$ cat src/rtl/xfer_pkg.sv
package xfer_pkg;

    typedef enum logic [2:0] {
        XF_EQ   = 3'd0,
        XF_NE   = 3'd1,
        XF_LT   = 3'd2,
        XF_GE   = 3'd3,
        XF_LTU  = 3'd4,
        XF_GEU  = 3'd5,
        XF_JREL = 3'd6,
        XF_JIND = 3'd7
    } xfer_op_e;

    typedef enum logic {
        ST_EMPTY = 1'b0,
        ST_HELD  = 1'b1
    } stage_e;

endpackage

$ cat src/rtl/xfer_cond.sv
module xfer_cond
    import xfer_pkg::*;
#(
    parameter int W = 32
) (
    input  logic [W-1:0] a,
    input  logic [W-1:0] b,
    input  xfer_op_e     op,
    output logic         cond_met
);
    logic same;
    logic less_s;
    logic less_u;

    assign same   = (a == b);
    assign less_s = ($signed(a) < $signed(b));
    assign less_u = (a < b);

    always_comb begin
        unique case (op)
            XF_EQ:   cond_met = same;
            XF_NE:   cond_met = !same;
            XF_LT:   cond_met = less_s;
            XF_GE:   cond_met = !less_s;
            XF_LTU:  cond_met = less_u;
            XF_GEU:  cond_met = !less_u;
            default: cond_met = 1'b1;
        endcase
    end
endmodule

$ cat src/rtl/xfer_target.sv
module xfer_target #(
    parameter int W = 32,
    parameter int INSN_BYTES = 4
) (
    input  logic [W-1:0] pc,
    input  logic [W-1:0] base_reg,
    input  logic [W-1:0] offset,
    input  logic         indirect,
    input  logic         take,
    output logic [W-1:0] target,
    output logic [W-1:0] seq_pc
);
    localparam logic [W-1:0] STEP     = W'(INSN_BYTES);
    localparam logic [W-1:0] CLR_LSB  = ~W'(1);

    logic [W-1:0] base;
    logic [W-1:0] sum;
    logic [W-1:0] jump_tgt;

    assign base     = indirect ? base_reg : pc;
    assign sum      = base + offset;
    assign jump_tgt = indirect ? (sum & CLR_LSB) : sum;
    assign seq_pc   = pc + STEP;
    assign target   = take ? jump_tgt : seq_pc;
endmodule

$ cat src/rtl/ctl_xfer_unit.sv
module ctl_xfer_unit
    import xfer_pkg::*;
#(
    parameter int XLEN   = 32,
    parameter int RIDX_W = 5
) (
    input  logic              clk,
    input  logic              rst_n,
    input  logic              req_valid,
    input  logic [2:0]        req_op,
    input  logic [XLEN-1:0]   src_a,
    input  logic [XLEN-1:0]   src_b,
    input  logic [XLEN-1:0]   pc_in,
    input  logic [XLEN-1:0]   offset_in,
    input  logic [RIDX_W-1:0] dst_idx,
    output logic              res_valid,
    output logic              res_taken,
    output logic [XLEN-1:0]   res_next_pc,
    output logic [XLEN-1:0]   res_link,
    output logic              res_link_we,
    output logic              res_misalign
);
    localparam logic [XLEN-1:0] INSN_STEP = XLEN'(4);

    xfer_op_e    op;
    stage_e      state_q;
    stage_e      state_d;
    logic        is_jump;
    logic        cond_met;
    logic        take_c;
    logic        we_c;
    logic        mis_c;
    logic [XLEN-1:0] tgt_c;
    logic [XLEN-1:0] seq_c;

    assign op      = xfer_op_e'(req_op);
    assign is_jump = (op == XF_JREL) || (op == XF_JIND);

    xfer_cond #(.W(XLEN)) u_cond (
        .a        (src_a),
        .b        (src_b),
        .op       (op),
        .cond_met (cond_met)
    );

    assign take_c = is_jump || cond_met;

    xfer_target #(.W(XLEN), .INSN_BYTES(4)) u_tgt (
        .pc       (pc_in),
        .base_reg (src_a),
        .offset   (offset_in),
        .indirect (op == XF_JIND),
        .take     (take_c),
        .target   (tgt_c),
        .seq_pc   (seq_c)
    );

    assign we_c  = is_jump && (dst_idx != '0);
    assign mis_c = take_c && tgt_c[1];

    // stage controller: next state
    always_comb begin
        unique case (state_q)
            ST_EMPTY: state_d = req_valid ? ST_HELD : ST_EMPTY;
            ST_HELD:  state_d = req_valid ? ST_HELD : ST_EMPTY;
            default:  state_d = ST_EMPTY;
        endcase
    end

    always_ff @(posedge clk or negedge rst_n) begin
        if (!rst_n) state_q <= ST_EMPTY;
        else        state_q <= state_d;
    end

    assign res_valid = (state_q == ST_HELD);

    // result register
    always_ff @(posedge clk or negedge rst_n) begin
        if (!rst_n) begin
            res_taken    <= 1'b0;
            res_next_pc  <= '0;
            res_link     <= '0;
            res_link_we  <= 1'b0;
            res_misalign <= 1'b0;
        end else if (req_valid) begin
            res_taken    <= take_c;
            res_next_pc  <= tgt_c;
            res_link     <= seq_c;
            res_link_we  <= we_c;
            res_misalign <= mis_c;
        end else begin
            res_taken    <= 1'b0;
            res_link_we  <= 1'b0;
            res_misalign <= 1'b0;
        end
    end

    a_r8_write_needs_taken: assert property (@(posedge clk) disable iff (!rst_n)
        res_link_we |-> (res_taken && res_valid));

    a_r9_flag_only_taken: assert property (@(posedge clk) disable iff (!rst_n)
        res_misalign |-> (res_taken && res_valid));

    a_r10_idle_quiet: assert property (@(posedge clk) disable iff (!rst_n)
        !res_valid |-> (!res_taken && !res_link_we && !res_misalign));

    a_r8_link_is_pc_plus4: assert property (@(posedge clk) disable iff (!rst_n)
        req_valid |=> (res_link == $past(pc_in) + INSN_STEP));

    a_r7_indirect_even: assert property (@(posedge clk) disable iff (!rst_n)
        (req_valid && req_op == 3'd7) |=> (!res_next_pc[0] && res_taken));

    a_r5_branch_no_write: assert property (@(posedge clk) disable iff (!rst_n)
        (req_valid && req_op[2:1] != 2'b11) |=> !res_link_we);

    a_r10_valid_follows_req: assert property (@(posedge clk) disable iff (!rst_n)
        req_valid |=> res_valid);
endmodule

$ cat config.mk
export PLATFORM = sky130hd
export DESIGN_NAME = ctl_xfer_unit
export DESIGN_NICKNAME = d
export VERILOG_FILES = /design/src/rtl/xfer_pkg.sv /design/src/rtl/xfer_cond.sv /design/src/rtl/xfer_target.sv /design/src/rtl/ctl_xfer_unit.sv
export SDC_FILE = /design/constraint.sdc
export NUM_CORES = 1
export LEC_CHECK = 0
export BUFFER_PORTS_ARGS = -buffer_cell sky130_fd_sc_hd__buf_4
export CORE_UTILIZATION = 56
export CTS_CLUSTER_SIZE = 12
export DETAILED_ROUTE_END_ITERATION = 6
export PLACE_DENSITY_LB_ADDON = 0.08
export SETUP_SLACK_MARGIN = 0.02
export SLEW_MARGIN = 20
export SYNTH_ARGS = -nofsm -noshare
export SYNTH_HDL_FRONTEND = slang
export SYNTH_SLANG_ARGS = --single-unit
$ cat constraint.sdc
create_clock -name clk -period 2.5 [get_ports clk]
set_clock_uncertainty 0.05 [all_clocks]
set_input_delay 0.25 -clock clk [delete_from_list [all_inputs] [get_ports clk]]
set_output_delay 0.25 -clock clk [all_outputs]
set_load 0.05 [all_outputs]
==> flow_metrics.tcl, run 1 <==
set metrics [dict create \
    status "stopped before the end" \
    failing_step "global routing" \
    first-error "[ERROR GRT-0116] Global routing finished with congestion. Check the congestion regions in the DRC Viewer." \
    grt_pass1_vias 11000 \
    yosys.area.top_type_share_pct 27.3 \
    synth-edff-count 0 \
    synth_seq_cells 68 \
    clock_path_buffers 2 \
    synthCells 746 \
    grt_pass1_wl_mm 65.0 \
    ys_top_cells_by_area "dfrtp_1 (27%), ha_1 (13%), mux2_2 (6.0%)" \
    ctsRootBufferMaster "clkbuf_8" \
    ys_seq_area_share_pct 27.3 \
    cts_made_buffers 9 \
    grt_max_degree 69 \
    synthArstFlopShare_pct 100 \
    yosysTopAreaCell "dfrtp_1" \
    die_h_um 107 \
    avgSynthCellArea_sq_um 8.35 \
    synthFlopType "dfrtp_1" \
    gp_congestion 1.01 \
    cts_sinks 68 \
    yosysWarnings 0 \
    rows 38 \
    track_usage_pct 75.1 \
    netlist_area_sq_um 6230 \
    place.detailed.hpwl_mm 19.0 \
    ios 207 \
    dpl-instance-area_sq_um 9360 \
    portBuffers 206 \
    dieWidth_um 107 \
    grt-ovfl-total 41 \
    syn-num-nets 950 \
    start_util_pct 57.5 \
    htree_levels 3 \
    ys_types 57 \
]
==> synth_stat cells, types with 23 or more instances <==
cell type	count
inv_1	56
xor2_1	26
dfrtp_1	68
nand2_1	48
mux2_2	33
a21o_1	23
a21oi_1	54
clkbuf_1	24
nor2_1	66
ha_1	64
nand3_1	32
o21ai_0	39
==> per-layer routing <==
layer | GRT usage (%) | overflow
met1 | 75.8 | 0
met3 | 55.2 | 0
met5 | 19.0 | 0
met4 | 76.5 | 18
met2 | 94.1 | 23
==> metrics by stage <==
stage | cells | utilization, % | setup WS [ns] | setup TNS (ns) | hold WS [ns]
after CTS | 1278 | 96.7 | -0.393 | -11.02 | 0.134
after detailed placement | 1237 | 86.4 | -0.990 | -31.27 | 0.350
after global placement | 1237 | 86.4 | -0.930 | -28.74 | 0.334
after floorplan | 746 | - | -0.654 | -13.89 | -0.0956
==> kinds of logic after synthesis <==
| family | count (synthesis) | synth area share (%) |
|---|---|---|
| AO/OA/AOI/OAI | 205 | 22.0 |
| buffers and inverters | 83 | 5.04 |
| flip-flops | 68 | 27.3 |
| multiplexers | 36 | 6.52 |
| adder cells (fa/ha/maj) | 65 | 13.2 |
| AND/OR/NAND/NOR | 241 | 19.2 |
| XOR/XNOR | 48 | 6.75 |
==> what timing repair did <==
action / in CTS
buffers inserted: 21
hold endpoints to repair: 68
pin swaps: 56
hold buffers: 1
cloned: 3
resized for setup: 128
endpoints found under the setup margin: 34
==> run 2: changes to the inputs <==
Settings changed: CORE_UTILIZATION 56 to 40, CTS_CLUSTER_SIZE 12 to default, PLACE_DENSITY_LB_ADDON 0.08 to 0.15, SETUP_SLACK_MARGIN 0.02 to default.
==> run 2 against run 1 <==
The flow now finishes, with violations (hold timing, setup timing). Area after synthesis is the same. Synthesized cell count unchanged.
==> flow_metrics.tcl, run 2 <==
set metrics [dict create \
    wl_mm 24.3 \
    synth_most_common_cell "dfrtp_1" \
    ant_nets 0 \
    synth_xor_area_share_pct 6.75 \
    drt-pass1-iter-count 5 \
    dpl-instance-area_sq_um 9460 \
    utilization_pct 73.2 \
    die_area_sq_um 16100 \
    cts_made_buffers 9 \
    viasPerCell 5.53 \
    finalCritPeriodShare_pct 119 \
    yosys.area.top_type_share_pct 27.3 \
    htree_levels 3 \
    synthAdderAreaFrac_pct 13.2 \
    reg_top3 "res_link x32, res_next_pc x32" \
    setup_slack_ns -0.477 \
    diodes 0 \
    grt_max_degree 69 \
    place.detailed.hpwl_mm 18.0 \
    ys_top_cells_by_area "dfrtp_1 (27%), ha_1 (13%), mux2_2 (6.0%)" \
    syn-num-nets 950 \
    whs_ns -0.0232 \
    final_area_sq_um 11100 \
    initialDrtViolationCount 505 \
    slew_headroom_pct 42.1 \
    cts_sinks 68 \
    hold_viol_final 22 \
    tightest_slew_ns 0.869 \
    ys_types 57 \
    drc 0 \
    stdcell_count 1340 \
    drive_gt1_share_pct 53.6 \
    antenna_found_initial 0 \
    synth_mux_area_share_pct 6.52 \
    p_seq_share_pct 23.6 \
    wl_per_cell_um 18.1 \
    synthFlopType "dfrtp_1" \
    synth_seq_cells 68 \
    cp-startpoint "req_op[1]" \
    via_count 7406 \
    p_leak_nw 5.21 \
    netlist_area_sq_um 6230 \
    dieWidth_um 127 \
    nNetsFinal 1351 \
    cp-end-kind "register" \
    track_usage_pct 29.4 \
    gp_congestion 0.897 \
    status "complete, but fails checks" \
    crit_chain "buf_12 > nand3_4 > buf_4 > mux2_2 > ha_4 > and4_1 > o211ai_1 > a31oi_4 > nor3_4 > or4b_4 > and3b_1 > or4_4 > o221ai_2" \
    ctsRootBufferMaster "clkbuf_16" \
    grt_pass1_vias 7154 \
    synthCells 746 \
    ios 207 \
    gr-usage-met1_pct 42.1 \
    internal_power_w 0.00356 \
    p_total_w 0.00592 \
    critPathMaxStageDelay_ns 0.51 \
    start_util_pct 41.0 \
    combinationalPowerShare_pct 53.5 \
    cts_tree "built" \
    final_common_cell "buf_4" \
    gr-usage-met2_pct 46.3 \
    die_h_um 127 \
    hold_path_class "input pin to async pin" \
    synthToLayoutAreaGrowth_pct 78.5 \
    setup_violations 34 \
    grt-ovfl-total 0 \
    r2r_cells 2 \
    max_cap_violations 0 \
    clkSlewWorstSetupHoldPaths_ns 0.06 \
    synthTopCellsByCount "dfrtp_1 (68), nor2_1 (66), ha_1 (64)" \
    r2r-start "res_next_pc[16]$_DFFE_PN0P_" \
    p_switching_w 0.00236 \
    critical_path_class "input pin to register" \
    crit_end "res_next_pc[26]$_DFFE_PN0P_" \
    clock_path_buffers 2 \
    start_kind "input pin" \
    violations "hold timing, setup timing" \
    avgSynthCellArea_sq_um 8.35 \
    rsz0062_at_grt "true" \
    powerDensity_nw_per_um2 532 \
    synth-edff-count 0 \
    slowest_stage "or4b_4" \
    busiest_layer "met2" \
    synthArstFlopShare_pct 100 \
    yosysTopAreaCell "dfrtp_1" \
    yosysWarnings 0 \
    clock_latency_ns 0.32 \
    synth_compound_area_share_pct 22.0 \
    power_frac_clock_pct 22.9 \
    most-common-layout-cells "buf_4 (374), dfrtp_1 (68), nor2_1 (61)" \
    synthSimpleGateAreaFrac_pct 19.2 \
    drv_slew 0 \
    arrival_ns 3.18 \
    grt_pass1_wl_mm 37.1 \
    fmax_mhz 336 \
    pre_cts_ws_ns -1.01 \
    switching_share_pct 39.8 \
    ir_drop_mv 0.395 \
    required_ns 2.70 \
    grt_use_met3_pct 3.04 \
    synth_top_family_by_area "compound AO/OA/AOI/OAI gates" \
    portBuffers 206 \
    coreArea_sq_um 15200 \
    reg2reg_slack_ns 1.55 \
    holdBufCountCts 0 \
    ys_seq_area_share_pct 27.3 \
    rr_endpoint "res_next_pc[16]$_DFFE_PN0P_" \
    dp.cells 1285 \
    post-route-min-period_ns 2.98 \
    path_max_fanout 7 \
    rows 45 \
]
==> run 2: cell counts after synthesis <==
Identical to the previous run, type by type.
==> run 2: power groups by stage <==
stage | Combinational (W) | Sequential [W] | Clock, W
after floorplan | 0.000945 | 0.00200 | 0
after global placement | 0.00265 | 0.00141 | 0
after detailed placement | 0.00268 | 0.00141 | 0
after CTS | 0.00296 | 0.00139 | 0.00136
after global routing | 0.00335 | 0.00141 | 0.00140
final | 0.00317 | 0.00140 | 0.00135
==> run 2: metrics by stage <==
stage | hold WS (ns) | TNS, ns
finish | -0.0232 | -12.07
global route | 0.0688 | -14.64
CTS | 0.0167 | -9.29
detailed placement | 0.362 | -29.83
global placement | 0.364 | -26.97
floorplan | -0.0956 | -13.89
==> run 2: logic make-up (layout without fill, tap and decap cells) <==
kind of cell	count (synthesis)	in the layout
adder cells (fa/ha/maj)	65	65
multiplexers	36	36
flip-flops	68	68
AND/OR/NAND/NOR	241	242
buffers and inverters	83	488
XOR/XNOR	48	48
AO/OA/AOI/OAI	205	205
==> run 2: worst max-delay path: cells and delay by family <==
family / cells / cell delay [ns]
compound gates: 3 / 0.52
fa+ha+maj: 1 / 0.28
buf+inv: 2 / 0.25
mux: 1 / 0.35
simple gates: 6 / 1.52
==> run 2: how the worst min path moves through the flow <==
stage                      from                    endpoint  slack (ns)  depth (start not counted)
after floorplan           rst_n     res_link[0]$_DFFE_PN0P_        -0.1                          0
after global placement    rst_n     res_link[4]$_DFFE_PN0P_        0.36                          1
after detailed placement  rst_n     res_link[6]$_DFFE_PN0P_        0.36                          1
after CTS                 rst_n  res_next_pc[3]$_DFFE_PN0P_        0.02                          1
after global routing      rst_n     res_link[6]$_DFFE_PN0P_        0.07                          1
final                     rst_n     res_link[8]$_DFFE_PN0P_       -0.02                          1
==> run 2: timing repair <==
item,in CTS,in global routing
pin swaps,69,38
gates resized for setup,151,66
setup buffers,25,15
gates cloned,2,1
setup endpoints to repair,34,34
==> run 2: final cells by class <==
class,count,area (sq um)
Multi-Input combinational cell,596,5260
Fill cell,1175,4080
Clock inverter,4,72.6
Timing Repair Buffer,416,3360
Clock buffer,12,246
Tap cell,188,235
Inverter,56,250
Sequential cell,68,1700
==> run 2: layer usage <==
metal | vias up | wire length, um | part of all wire (%)
li1 | 3562 | - | -
met5 | - | 0 | 0
met3 | 34 | 1490 | 6.1
met1 | 3545 | 11000 | 45
met2 | 265 | 11300 | 47
met4 | 0 | 468 | 1.9
Note: power is estimated with default switching activity, not from simulation.
==> run 3: changes to the inputs <==
==> constraint.sdc (replaced) <==
create_clock -name clk -period 2.5 [get_ports clk]
set_clock_uncertainty 0.05 [all_clocks]
set_input_delay 0.125 -clock clk [delete_from_list [all_inputs] [get_ports clk]]
set_output_delay 0.125 -clock clk [all_outputs]
set_load 0.05 [all_outputs]
==> run 3 against run 2 <==
The run ends with setup timing left. Sequential power about the same. Combinational power decreased by 4%. Fmax is 5.0% higher. Final area is 3.0% lower. Global-route usage decreased by 0.89 points. Cell count fell by 0.67%. Sequential cell count unchanged. Utilization down 2.2 points. Critical path depth decreased by 3. Power decreased by 6.1%. Die area unchanged. Worst hold slack better by 0.056 ns.
==> flow_metrics.tcl, run 3 (synthesized netlist as in run 2, its figures left out) <==
set metrics [dict create \
    status "complete, but fails checks" \
    violations "setup timing" \
    drc 0 \
    p_leak_nw 5.11 \
    whs_ns 0.0332 \
    ant_nets 0 \
    via_count 7264 \
    p_total_w 0.00555 \
    path_depth 10 \
    grt_pass1_wl_mm 36.1 \
    drv_slew 0 \
    finalCritPeriodShare_pct 113 \
    viasPerCell 5.46 \
    drt-pass1-iter-count 5 \
    rr_endpoint "res_next_pc[16]$_DFFE_PN0P_" \
    critical_path_class "input pin to register" \
    required_ns 2.69 \
    die_area_sq_um 16100 \
    hold_path_class "input pin to register" \
    rows 45 \
    ctsRootBufferMaster "clkbuf_16" \
    dieWidth_um 127 \
    ir_drop_mv 0.420 \
    die_h_um 127 \
    slew_headroom_pct 41.9 \
    cts_made_buffers 9 \
    tightest_slew_ns 0.871 \
    nNetsFinal 1344 \
    max_cap_violations 0 \
    track_usage_pct 28.5 \
    start_kind "input pin" \
    cts_sinks 68 \
    final_common_cell "buf_4" \
    drive_gt1_share_pct 50.7 \
    grt_max_degree 69 \
    crit_top_cell "or4_4" \
    r2r_cells 2 \
    critPathMaxStageDelay_ns 0.53 \
    crit_chain "buf_4 > inv_1 > ha_4 > nand4_1 > or4_4 > or4_4 > mux2_4 > a211o_4 > or4_1 > o221ai_1" \
    reg_top3 "res_link x32, res_next_pc x32" \
    clkSlewWorstSetupHoldPaths_ns 0.05 \
    powerDensity_nw_per_um2 515 \
    start_util_pct 41.0 \
    initialDrtViolationCount 491 \
    wl_mm 23.0 \
    cts_tree "built" \
    reg2reg_slack_ns 1.55 \
    nFillCells 1182 \
    dpl-instance-area_sq_um 9460 \
    synthToLayoutAreaGrowth_pct 73.0 \
    r2r-start "res_next_pc[16]$_DFFE_PN0P_" \
    most-common-layout-cells "buf_4 (377), dfrtp_1 (68), nor2_1 (61)" \
    critPathBufInv 2 \
    hold_viol_final 0 \
    crit_end "res_next_pc[26]$_DFFE_PN0P_" \
    grt-ovfl-total 0 \
    slowest_stage "or4_4" \
    rsz0062_at_grt "true" \
    htree_levels 3 \
    wl_per_cell_um 17.3 \
    cp_top_family "simple AND/OR/NAND/NOR gates" \
    antenna_found_initial 0 \
    coreArea_sq_um 15200 \
    setup_violations 34 \
    portBuffers 206 \
    final_area_sq_um 10800 \
    clock_path_buffers 2 \
    ios 207 \
    clock_latency_ns 0.32 \
    post-route-min-period_ns 2.84 \
    diodes 0 \
    gp_congestion 0.894 \
    grt_pass1_vias 6968 \
    fmax_mhz 353 \
    cp-startpoint "src_b[13]" \
    path_max_fanout 5 \
    setup_slack_ns -0.336 \
    place.detailed.hpwl_mm 18.1 \
    cp-end-kind "register" \
    arrival_ns 3.03 \
]
[run 3: per-layer routing]
layer,GRT usage [%],wire length (um),vias up
li1,-,-,3525
met1,40.6,10800,3459
met2,45.1,10400,252
met3,4.43,1400,28
met4,6.58,402,0
met5,0,0,-
[run 3: what timing repair did]
action | in CTS | in global routing
pin swaps | 47 | 27
hold buffers | 1 | 0
hold endpoints to repair | 68 | 0
buffers inserted | 21 | 7
gates cloned | 3 | 0
endpoints found under the setup margin | 34 | 34
gates resized for setup | 122 | 41
[run 3: cell type report]
cell class,count,area [sq um],share of cell area [%]
clock inverter,3,15.0,0.139
clock buffer,11,243,2.25
timing repair buffer,408,3200,29.7
inverter,56,230,2.14
multi-input combinational,597,5160,47.8
tap,188,235,2.18
sequential,68,1700,15.8
[run 3: worst min path at each step]
stage,depth (start not counted),endpoint,start
final,2,res_link[0]$_DFFE_PN0P_,pc_in[0]
after floorplan,0,res_link[0]$_DFFE_PN0P_,rst_n
after global placement,1,res_link[4]$_DFFE_PN0P_,rst_n
after detailed placement,1,res_link[5]$_DFFE_PN0P_,rst_n
after global routing,2,res_link[0]$_DFFE_PN0P_,pc_in[0]
after CTS,2,res_link[0]$_DFFE_PN0P_,pc_in[0]
[run 3: where the power goes]
part / switching, W / internal, W
clock network: 0.000433 / 0.000681
logic: 0.00172 / 0.00132
registers: 0.000120 / 0.00128
[run 3: metrics by stage]
step	setup WS (ns)	setup TNS, ns	instances	util, %
5_1_grt	-0.416	-10.43	1331	70.9
4_1_cts	-0.269	-4.69	1327	69.2
3_3_place_gp	-0.877	-22.88	1288	62.2
3_5_place_dp	-0.889	-25.16	1288	62.2
6_report	-0.336	-7.50	1331	70.9
2_1_floorplan	-0.529	-9.64	746	-
